## src/rtl/uart_mute_pkg.sv

```systemverilog
// Package: shared types for the muted serial receiver.
// Assumes: an 8-bit character and one stop bit.
package uart_mute_pkg;
    typedef enum logic [2:0] {
        RX_IDLE  = 3'd0,
        RX_START = 3'd1,
        RX_DATA  = 3'd2,
        RX_STOP  = 3'd3,
        RX_WAITH = 3'd4
    } rx_state_t;
endpackage

```

## src/rtl/uart_line_sync.sv

```systemverilog
// Module: brings the asynchronous serial line into the clock domain.
// Assumes: the line idles high, so the stages reset to 1.
module uart_line_sync #(
    parameter int STAGES = 2
) (
    input  logic clk,
    input  logic rst_n,
    input  logic line_i,
    output logic line_o
);
    logic [STAGES-1:0] stage_q;

    // Shift the line through the synchronizer stages.
    always_ff @(posedge clk) begin
        if (!rst_n) stage_q <= '1;
        else        stage_q <= {stage_q[STAGES-2:0], line_i};
    end

    assign line_o = stage_q[STAGES-1];
endmodule

```

## src/rtl/uart_frame_rx.sv

```systemverilog
// Module: start-bit search, mid-bit sampling and stop check for one frame.
// Assumes: OSR ticks per bit. It emits a one-cycle done pulse with the data
// and the stop status. After a low stop bit it waits for a high line.
module uart_frame_rx
    import uart_mute_pkg::*;
#(
    parameter int OSR    = 16,
    parameter int DATA_W = 8
) (
    input  logic              clk,
    input  logic              rst_n,
    input  logic              en_i,
    input  logic              tick_i,
    input  logic              rx_i,
    output logic              done_o,
    output logic [DATA_W-1:0] data_o,
    output logic              ferr_o
);
    localparam int CNT_W = $clog2(OSR);
    localparam int BIT_W = (DATA_W > 1) ? $clog2(DATA_W) : 1;
    localparam logic [CNT_W-1:0] MID  = CNT_W'(OSR/2 - 1);
    localparam logic [CNT_W-1:0] LAST = CNT_W'(OSR - 1);
    localparam logic [BIT_W-1:0] TOPB = BIT_W'(DATA_W - 1);

    rx_state_t         state_q;
    logic [CNT_W-1:0]  cnt_q;
    logic [BIT_W-1:0]  bit_q;
    logic [DATA_W-1:0] sh_q;

    // Frame state machine, advanced on each oversampling tick.
    always_ff @(posedge clk) begin
        if (!rst_n || !en_i) begin
            state_q <= RX_IDLE;
            cnt_q   <= '0;
            bit_q   <= '0;
            sh_q    <= '0;
            done_o  <= 1'b0;
            ferr_o  <= 1'b0;
        end else begin
            done_o <= 1'b0;
            if (tick_i) begin
                unique case (state_q)
                    RX_IDLE: begin
                        cnt_q <= '0;
                        if (!rx_i) state_q <= RX_START;
                    end
                    RX_START: begin
                        if (cnt_q == MID) begin
                            cnt_q   <= '0;
                            bit_q   <= '0;
                            state_q <= rx_i ? RX_IDLE : RX_DATA;
                        end else cnt_q <= cnt_q + 1'b1;
                    end
                    RX_DATA: begin
                        if (cnt_q == LAST) begin
                            cnt_q <= '0;
                            sh_q  <= {rx_i, sh_q[DATA_W-1:1]};
                            if (bit_q == TOPB) state_q <= RX_STOP;
                            else               bit_q   <= bit_q + 1'b1;
                        end else cnt_q <= cnt_q + 1'b1;
                    end
                    RX_STOP: begin
                        if (cnt_q == LAST) begin
                            cnt_q   <= '0;
                            done_o  <= 1'b1;
                            ferr_o  <= !rx_i;
                            state_q <= rx_i ? RX_IDLE : RX_WAITH;
                        end else cnt_q <= cnt_q + 1'b1;
                    end
                    RX_WAITH: begin
                        if (rx_i) state_q <= RX_IDLE;
                    end
                    default: state_q <= RX_IDLE;
                endcase
            end
        end
    end

    assign data_o = sh_q;

    // a disabled receiver sits in its idle state.
    a_r2_disabled_idle: assert property (@(posedge clk) disable iff (!rst_n)
        !en_i |=> (state_q == RX_IDLE));
    // a frame completes only out of the stop-bit state.
    a_r3_done_from_stop: assert property (@(posedge clk) disable iff (!rst_n)
        $rose(done_o) |-> $past(state_q) == RX_STOP);
endmodule

```

## src/rtl/uart_idle_detect.sv

```systemverilog
// Module: counts continuous high ticks after a received character and
// pulses once when a full frame time of idle line has been seen.
// Assumes: done_i pulses at the stop-bit midpoint.
module uart_idle_detect #(
    parameter int IDLE_TICKS = 160
) (
    input  logic clk,
    input  logic rst_n,
    input  logic en_i,
    input  logic tick_i,
    input  logic rx_i,
    input  logic done_i,
    output logic idle_o
);
    localparam int CW = $clog2(IDLE_TICKS + 1);
    localparam logic [CW-1:0] LIM = CW'(IDLE_TICKS - 1);

    logic          armed_q;
    logic [CW-1:0] cnt_q;

    // Arm on a character, count high ticks, fire once on a full idle frame.
    always_ff @(posedge clk) begin
        if (!rst_n || !en_i) begin
            armed_q <= 1'b0;
            cnt_q   <= '0;
            idle_o  <= 1'b0;
        end else begin
            idle_o <= 1'b0;
            if (done_i) begin
                armed_q <= 1'b1;
                cnt_q   <= '0;
            end else if (tick_i) begin
                if (!rx_i) cnt_q <= '0;
                else if (armed_q) begin
                    if (cnt_q == LIM) begin
                        idle_o  <= 1'b1;
                        armed_q <= 1'b0;
                        cnt_q   <= '0;
                    end else cnt_q <= cnt_q + 1'b1;
                end
            end
        end
    end

    // no idle pulse without a character since the last arming.
    a_r11_idle_needs_arm: assert property (@(posedge clk) disable iff (!rst_n)
        idle_o |-> $past(armed_q));
endmodule

```

## src/rtl/uart_mute_rx.sv

```systemverilog
// Module: top of the receiver. It holds the data register, the status flags
// and the mute bit.
// Assumes: reads never coincide with a completing character, and the
// control inputs are single-cycle pulses.
module uart_mute_rx #(
    parameter int OSR         = 16,
    parameter int DATA_W      = 8,
    parameter int FRAME_BITS  = 10,
    parameter int SYNC_STAGES = 2
) (
    input  logic              clk,
    input  logic              rst_n,
    input  logic              tick16,
    input  logic              rx_in,
    input  logic              rx_enable,
    input  logic              mute_set,
    input  logic              mute_clr,
    input  logic              rd_strobe,
    output logic [DATA_W-1:0] data_out,
    output logic              rx_full,
    output logic              frame_err,
    output logic              overrun,
    output logic              mute
);
    localparam int IDLE_TICKS = OSR * FRAME_BITS;

    logic              rx_s;
    logic              done;
    logic [DATA_W-1:0] fr_data;
    logic              fr_ferr;
    logic              idle_hit;
    logic              got_char_q;
    logic              wake;

    uart_line_sync #(.STAGES(SYNC_STAGES)) i_sync (
        .clk(clk), .rst_n(rst_n), .line_i(rx_in), .line_o(rx_s));

    uart_frame_rx #(.OSR(OSR), .DATA_W(DATA_W)) i_frame (
        .clk(clk), .rst_n(rst_n), .en_i(rx_enable), .tick_i(tick16),
        .rx_i(rx_s), .done_o(done), .data_o(fr_data), .ferr_o(fr_ferr));

    uart_idle_detect #(.IDLE_TICKS(IDLE_TICKS)) i_idle (
        .clk(clk), .rst_n(rst_n), .en_i(rx_enable), .tick_i(tick16),
        .rx_i(rx_s), .done_i(done), .idle_o(idle_hit));

    assign wake = idle_hit && got_char_q;

    // Remember whether any character has arrived since reset.
    always_ff @(posedge clk) begin
        if (!rst_n)    got_char_q <= 1'b0;
        else if (done) got_char_q <= 1'b1;
    end

    // Mute bit: a clear (software or wakeup) has priority over a set.
    always_ff @(posedge clk) begin
        if (!rst_n)                mute <= 1'b0;
        else if (mute_clr || wake) mute <= 1'b0;
        else if (mute_set)         mute <= 1'b1;
    end

    // Data register and flags: deliver unmuted characters, clear on read.
    always_ff @(posedge clk) begin
        if (!rst_n) begin
            data_out  <= '0;
            rx_full   <= 1'b0;
            frame_err <= 1'b0;
            overrun   <= 1'b0;
        end else if (done && !mute) begin
            if (rx_full) overrun <= 1'b1;
            else begin
                data_out  <= fr_data;
                rx_full   <= 1'b1;
                frame_err <= fr_ferr;
            end
        end else if (rd_strobe) begin
            rx_full   <= 1'b0;
            frame_err <= 1'b0;
            overrun   <= 1'b0;
        end
    end

    // the full flag never rises while muted.
    a_r9_no_delivery_muted: assert property (@(posedge clk) disable iff (!rst_n)
        $rose(rx_full) |-> !$past(mute));
    // overrun needs a held character, and the data stays untouched.
    a_r6_overrun_keeps: assert property (@(posedge clk) disable iff (!rst_n)
        $rose(overrun) |-> ($past(rx_full) && $stable(data_out)));
    // mute falls only through software or after a character.
    a_r10_mute_fall_cause: assert property (@(posedge clk) disable iff (!rst_n)
        $fell(mute) |-> ($past(mute_clr) || $past(got_char_q)));
    // a read with no completing character empties the register.
    a_r7_read_clears: assert property (@(posedge clk) disable iff (!rst_n)
        (rd_strobe && !done) |=> !rx_full && !overrun);
endmodule

```

## config.mk

```make
export PLATFORM = sky130hd
export DESIGN_NAME = uart_mute_rx
export DESIGN_NICKNAME = d
export VERILOG_FILES = /design/src/rtl/uart_mute_pkg.sv /design/src/rtl/uart_line_sync.sv /design/src/rtl/uart_frame_rx.sv /design/src/rtl/uart_idle_detect.sv /design/src/rtl/uart_mute_rx.sv
export SDC_FILE = /design/constraint.sdc
export NUM_CORES = 1
export LEC_CHECK = 0
export ABC_AREA = 1
export CAP_MARGIN = 20
export CORE_UTILIZATION = 30
export CTS_CLUSTER_DIAMETER = 100
export DETAILED_ROUTE_END_ITERATION = 16
export GPL_ROUTABILITY_DRIVEN = 0
export PLACE_DENSITY = 0.57
export SLEW_MARGIN = 20
export SYNTH_ARGS = -nofsm -noshare
export SYNTH_HDL_FRONTEND = slang
export SYNTH_SLANG_ARGS = --single-unit
```

## constraint.sdc

```tcl
create_clock -name clk -period 1.4 [get_ports clk]
set_clock_uncertainty 0.1 [all_clocks]
set_input_delay 0.14 -clock clk [delete_from_list [all_inputs] [get_ports clk]]
set_output_delay 0.14 -clock clk [all_outputs]
set_load 0.01 [all_outputs]
```

; Word-level counts from Yosys, hierarchy flattened
; Index checks and enable logic that the tools add are counted.
[word_totals]
regBits = 45
out_inout_bits = 12
word_cells = 104
[op_classes]
add_sub_neg = 3
n_eq_ne = 18
muxes = 32
n_bitwise = 6
n_reduce_logical = 29
[op_table]
columns = op, count
row1 = 3-bit 2-to-1 mux, 10
row2 = 8-bit 2-to-1 mux, 3
row3 = 3-bit case mux with 5 select lines, 1
row4 = 1-bit 2-to-1 mux, 13
row5 = 4-bit case mux with 3 select lines, 1
row6 = 2-bit AND reduction, 6
row7 = 2-bit by 1-bit != test with 1-bit output (second input constant), 5
row8 = 2-bit != test (second input constant), 5
row9 = 8-bit by 1-bit adder with 8-bit output (second input constant), 1
row10 = 8-bit == test (second input constant), 1
row11 = 4-bit 2-to-1 mux, 2
row12 = 2-bit nonzero test, 4
row13 = 7-bit AND reduction, 1
row14 = 3-bit by 2-bit == test with 1-bit output (second input constant), 2
row15 = 3-bit == test (second input constant), 2
row16 = 1-bit inverter, 6
row17 = 3-bit case mux with 2 select lines, 1
row18 = 3-bit AND reduction, 2
row19 = 2-bit OR reduction, 3
row20 = 5-bit AND reduction, 1
row21 = 5-bit OR reduction, 1
row22 = 4-bit by 1-bit adder with 4-bit output (second input constant), 1
row23 = 4-bit by 3-bit == test with 1-bit output (second input constant), 1
row24 = 4-bit == test (second input constant), 1
row25 = 9 further kinds, 14

; Depth between registers and ports, before layout
; Gate-level depths: netlist (run 1).
[depth]
word_depth = 6
depth_mapped = 10
depth_no_buf = 10

; Cells and area by module
; Synthesis (run 1) repeated with hierarchy kept, for this count alone.
[hier_totals]
cells_unflattened = 295
area_unflattened_um2 = 2140.8
[by_module_without_submodules]
columns = mod, instances, cells_each, area_each_um2
row1 = uart_frame_rx, 1, 145, 1046.0
row2 = uart_idle_detect, 1, 82, 541.8
row3 = uart_mute_rx, 1, 62, 498.0
row4 = uart_line_sync, 1, 6, 55.1

; Worst setup path before layout (run 1)
; Ideal clock, no wire load.
[synth_path]
kind = register to register
start = register i_frame.bit_q[0]
end = register i_frame.bit_q[0]
setup_ps = 114
arrival_time_ps = 1177
required_ps = 1186
setup_slack_ps = 9
path_stages_with_launch = 9
synth_period_minus_slack_ps = 1391
path_cell_list = dfxtp_1 > ha_1 > ha_1 > inv_1 > nand3_1 > nand2_1 > nand4_1 > nor2_1 > nor2_1
[synth_via]
elab_chain_cells = 4
elab_cells_between_ends = 7
cone_classes = 1 x add/sub / 2 x eq/ne / 3 x mux / 1 x reduce/logical
[synth_lines]
columns = element, line_no
row1 = from (decl), uart_frame_rx.sv:27  ; logic [BIT_W-1:0] bit_q;
row2 = from (signal assigned), uart_frame_rx.sv:59  ; else bit_q <= bit_q + 1'b1;
row3 = 3-bit by 1-bit adder with 3-bit output, uart_frame_rx.sv:59
row4 = 3-bit 2-to-1 mux, uart_frame_rx.sv:58  ; if (bit_q == TOPB) state_q <= RX_STOP;
row5 = 3-bit 2-to-1 mux, uart_frame_rx.sv:55  ; if (cnt_q == LAST) begin
row6 = 3-bit case mux with 2 select lines, uart_frame_rx.sv:42  ; unique case (state_q)
; Several ways; a longest one is shown, not always the timed one. The select of a mux whose other input is x is not followed.
; A chain may end at the register's enable or synchronous reset.

; Worst setup path in the final report (run 1)
[layout_path]
start = register i_frame.bit_q[0]
end = register i_frame.bit_q[1]
; The elaborated chain is that of the path after synthesis.

==> results of run 1 <==
## cell families after synthesis
group / share of synthesized area
buf+inv: 0.0897
flops: 0.458
xor+xnor: 0.0134
compound gates: 0.138
simple gates: 0.275
fa+ha+maj: 0.0255
## registers in the layout (all words and copies together), names as in the netlist
name	flops
got_char_q	1
i_idle.idle_o	1
i_sync.stage_q	2
mute	1
i_frame.bit_q	3
i_frame.ferr_o	1
i_idle.armed_q	1
overrun	1
rx_full	1
i_idle.cnt_q	8
i_frame.cnt_q	4
i_frame.done_o	1
data_out	8
i_frame.state_q	3
frame_err	1
i_frame.data_o	8
## how the worst max path moves through the flow
stage | to | start | slack [ps]
after floorplan | i_frame.bit_q[0] | i_frame.bit_q[0] | 9
after CTS | i_frame.bit_q[0] | i_frame.bit_q[1] | -130
after global placement | i_frame.bit_q[0] | i_frame.bit_q[0] | -160
final | i_frame.bit_q[1] | i_frame.bit_q[0] | -90
after detailed placement | i_frame.data_o[7] | tick16 | -180
after global routing | i_frame.bit_q[0] | i_frame.bit_q[0] | -250
## worst max-delay path, cell delays in order (launching register included)
cell and delay (ps):
dfxtp_2 350, ha_4 160, ha_4 150, inv_2 60, nand3_4 90, nand2_2 70
nand4_1 200, nor2_1 170, nor2_1 50
## report_power, final
group	switching, uW	total, uW	internal (uW)
logic	98.5	180	81.9
registers	11.3	1300	1290
clock network	493	854	361
## metal layers
| metal | vias to the layer above | wire, um | part of all wire | global-route usage |
|---|---|---|---|---|
| met4 | 0 | 62 | 0.014 | 0.0486 |
| met3 | 9 | 136 | 0.031 | 0.0338 |
| met2 | 26 | 2000 | 0.46 | 0.203 |
| li1 | 975 | - | - | - |
| met1 | 826 | 2180 | 0.50 | 0.170 |
| met5 | - | 0 | 0 | 0 |
## final cells by class
type                            count  area [sq um]
Fill cell                         629          3530
Multi-Input combinational cell    182          1100
Sequential cell                    45           915
Timing Repair Buffer               57           468
Inverter                           37           141
Tap cell                           77          96.3
Clock buffer                        5          68.8
Clock inverter                      3          25.0
## synthesized netlist by cell type
master and number:
a2111oi_0 1, a21oi_1 19, a21oi_2 1, buf_2 1, buf_6 2, clkbuf_1 1
clkbuf_2 1, clkinv_2 1, dfxtp_1 45, ha_1 4, inv_1 31, inv_2 5
nand2_1 46, nand2_2 2, nand3_1 14, nand4_1 1, nor2_1 51, nor2_2 2
nor2_4 1, nor3_1 5, nor3b_1 1, nor4_1 1, o211ai_2 1, o21ai_0 21
o21ai_2 2, o21ai_4 1, o21bai_1 1, or2_1 1, or2_2 3, xor2_1 3
## repair_timing
action	CTS	global route
buffers inserted	1	3
endpoints found under the setup margin	42	25
gates resized for setup	41	34
pin swaps	13	18
## per-stage QoR
stage / TNS [ps] / hold slack (ps) / total power [uW]
after floorplan: 0 / 130 / 1400
after global placement: -2890 / 309 / 1480
after detailed placement: -3510 / 305 / 1480
after CTS: -376 / 301 / 2350
after global routing: -1630 / 309 / 2440
final: -500 / 309 / 2330
==> results.cfg, run 1 <==
[status]
status = finished, violations left
violations = design-rule violations, negative setup slack

[synthesis]
synth.yosys.seq_area_share = 0.458
synth_cell_type_count = 30
synth.top_cell.area_share = 0.458
ys_ff_latch = 45
netlist_instances = 269
syn_area_sq_um = 1970
synth_top_area_cell = dfxtp_1
yosysWarnings = 0
synth_area_per_cell_sq_um = 7.31
synth_nets = 281
synth_area_leaders = dfxtp_1 46%, nor2_1 9.7%, nand2_1 8.8%

[placed_design]
detailedPlace.worstSlack_ps = -179
portBuffers = 19
hpwl_mm = 2.86
placedCellCount = 394
place_area_sq_um = 2470

[route]
drtIter0Drc = 57
wire_per_inst_um = 10.8
first_pass_iters = 10
finalWirelength_mm = 4.38
via_per_inst = 4.52
drtAntennaViolNets = 0
drc = 2
num_vias = 1836

[worst_setup_path]
cp-start-kind = flip-flop
criticalPathCategory = flip-flop to flip-flop
arrival_ps = 1600
end_kind = flip-flop
critPathRequiredTime_ps = 1510
rr_worst_depth = 8
cp_max_fo = 6
r2r_start = i_frame.bit_q[0]
reg2reg_setup_slack_ps = -90
timing.rr.end = i_frame.bit_q[1]

[timing]
setup_ws_ps = -89.0
setup_viol = 7
maxSlewHeadroom = 0.799
rsz0062_at_grt = yes
min_period_ps = 1490
worst_pin_slew_ps = 294
min_period_over_period = 1.06
hold_violations = 0
max_freq_mhz = 672
drv_slew = 0

[clocking]
clk_path_buf_depth = 2
holdBufCountCts = 0
cts_root_buffer = clkbuf_8
cts_made_buffers = 5
cts.htree.levels = 2
path_clk_slew_ps = 90
cts_tree = yes
clock-sinks = 45
clock_latency_ps = 300

[global_route]
gr-total-overflow = 0
grt_max_degree = 18
grt_use_total = 0.129
antenna_found_initial = 0
grt_pass1_vias = 1738
grt_pass1_wl_mm = 7.40

[final_layout]
drive_gt1_frac = 0.325
diodes = 0
stdcell_count = 406
layout_common_cells = 45 x nor2_1, 41 x nand2_1, 36 x buf_4
design_area_sq_um = 2820
utilization = 0.443
final_common_cell = nor2_1
nNetsFinal = 340
area_growth_pct = 43.2

[die]
fp.dieH_um = 82.9
rows = 29
die_w_um = 82.9
initial_core_util = 0.310
core_area_sq_um = 6350
dieArea_sq_um = 6880
ios = 20

[flow_run]
maxCapViolations = 0

[worst_hold_path]
hold_end = mute
min-delay-start = mute_clr
min_path_type = primary input to flip-flop
holdPathStages = 2

[power_and_ir_drop]
power_density_nw_per_um2 = 829
p_leak_uw = 0.00116
ir_worst_vdd_mv = 0.508
Power figures use the tool's default switching activity.
==> run 2: changes to the inputs <==
CTS_BUF_LIST = sky130_fd_sc_hd__clkbuf_4 sky130_fd_sc_hd__clkbuf_8   (was default)
SKIP_LAST_GASP = 1   (was default)
==> results.cfg, run 2 (same netlist as run 1, synthesis figures left out) <==
[status]
status = finished, violations left
violations = design-rule violations, negative setup slack

[power_and_ir_drop]
ir_worst_vdd_mv = 0.509
p_leak_uw = 0.00117
power_density_nw_per_um2 = 830
fin_total_pwr_uw = 2330

[final_layout]
utilization = 0.443
diodes = 0
final_common_cell = nor2_1
drive_gt1_frac = 0.325
nFillCells = 631
nNetsFinal = 340
layout_common_cells = 45 x nor2_1, 41 x nand2_1, 36 x buf_4
stdcell_count = 406
area_growth_pct = 43.0

[route]
drtIter0Drc = 65
num_vias = 1829
drtAntennaViolNets = 0
finalWirelength_mm = 4.35
drc = 2
first_pass_iters = 10
via_per_inst = 4.50
wire_per_inst_um = 10.7

[flow_run]
maxCapViolations = 0

[global_route]
grt_pass1_wl_mm = 7.40
antenna_found_initial = 0
grt_use_total = 0.129
gr-total-overflow = 0
grt_pass1_vias = 1738
grt_max_degree = 18

[clocking]
holdBufCountCts = 0
clock_latency_ps = 300
path_clk_slew_ps = 90
clock-sinks = 45
cts_made_buffers = 5
cts_tree = yes
cts.htree.levels = 2
cts_root_buffer = clkbuf_8
clk_path_buf_depth = 2

[worst_setup_path]
r2r_start = i_frame.bit_q[0]
cp-start-kind = flip-flop
criticalPathCategory = flip-flop to flip-flop
critPathRequiredTime_ps = 1510
cp-startpoint = i_frame.bit_q[0]
arrival_ps = 1590
reg2reg_setup_slack_ps = -90
end_kind = flip-flop
cp_max_fo = 6

[timing]
max_freq_mhz = 673
drv_slew = 0
hold_violations = 0
min_period_ps = 1490
min_period_over_period = 1.06
worst_pin_slew_ps = 294
fin_tns_setup_ps = -401
setup_ws_ps = -86.1
rsz0062_at_grt = yes
maxSlewHeadroom = 0.799
setup_viol = 7

[placed_design]
placedCellCount = 394
hpwl_mm = 2.86
portBuffers = 19

[die]
fp.dieH_um = 82.9
ios = 20
die_w_um = 82.9
dieArea_sq_um = 6880
core_area_sq_um = 6350
initial_core_util = 0.310
rows = 29

[worst_hold_path]
min_path_type = primary input to flip-flop
min-delay-start = mute_clr
## run 2: cell types whose count changed in the layout (fill, tap and decap cells not counted)
| cell | change |
|---|---|
| nand3_2 | +1 |
| dlygate4sd2_1 | -1 |
| nand3_4 | -1 |
| dlymetal6s2s_1 | +1 |
## run 2: worst paths after layout
path                                     endpoint  depth (start not counted)
worst max-delay path             i_frame.bit_q[1]                          8
worst min-delay path                         mute                          2
worst min register to register  i_sync.stage_q[1]                          1
worst max register to register   i_frame.bit_q[1]                          8
## run 2: worst max-delay path, cell delays in order (launching register included)
cell and delay (ps):
dfxtp_2 350, ha_4 160, ha_4 150, inv_2 60
nand3_4 90, nand2_2 70, nand4_1 200, nor2_1 170
nor2_1 50
## run 2: where the power goes
part	switching, uW	total (uW)	internal [uW]
Clock	491	852	361
Sequential	11.4	1300	1290
Combinational	97.7	180	82.4
Total	600	2330	1730
## run 2: final cells by class
class	instances	area (sq um)	area share
Tap cell	77	96.3	0.0343
Timing Repair Buffer	57	472	0.168
Clock buffer	5	68.8	0.0245
Clock inverter	3	25.0	0.00890
Sequential cell	45	915	0.325
Multi-Input combinational cell	182	1090	0.389
Inverter	37	141	0.0503
## run 2: timing repair
action,in CTS,in global routing
setup endpoints to repair,42,26
gates resized for setup,40,34
pin swaps,13,18
buffers inserted,1,3
## run 2: through the flow
stage	hold WS (ps)	worst slack [ps]	cell area, sq um
after floorplan	130	8.78	1970
after global placement	309	-161	2470
after detailed placement	305	-179	2470
after CTS	301	-139	2660
after global routing	309	-264	2810
final	309	-86.1	2810
## run 2: per-layer routing
metal	GRT usage	vias to the layer above	wire length, um
li1	-	976	-
met1	0.170	822	2180
met2	0.203	24	2000
met3	0.0338	7	131
met4	0.0486	0	46
met5	0	-	0
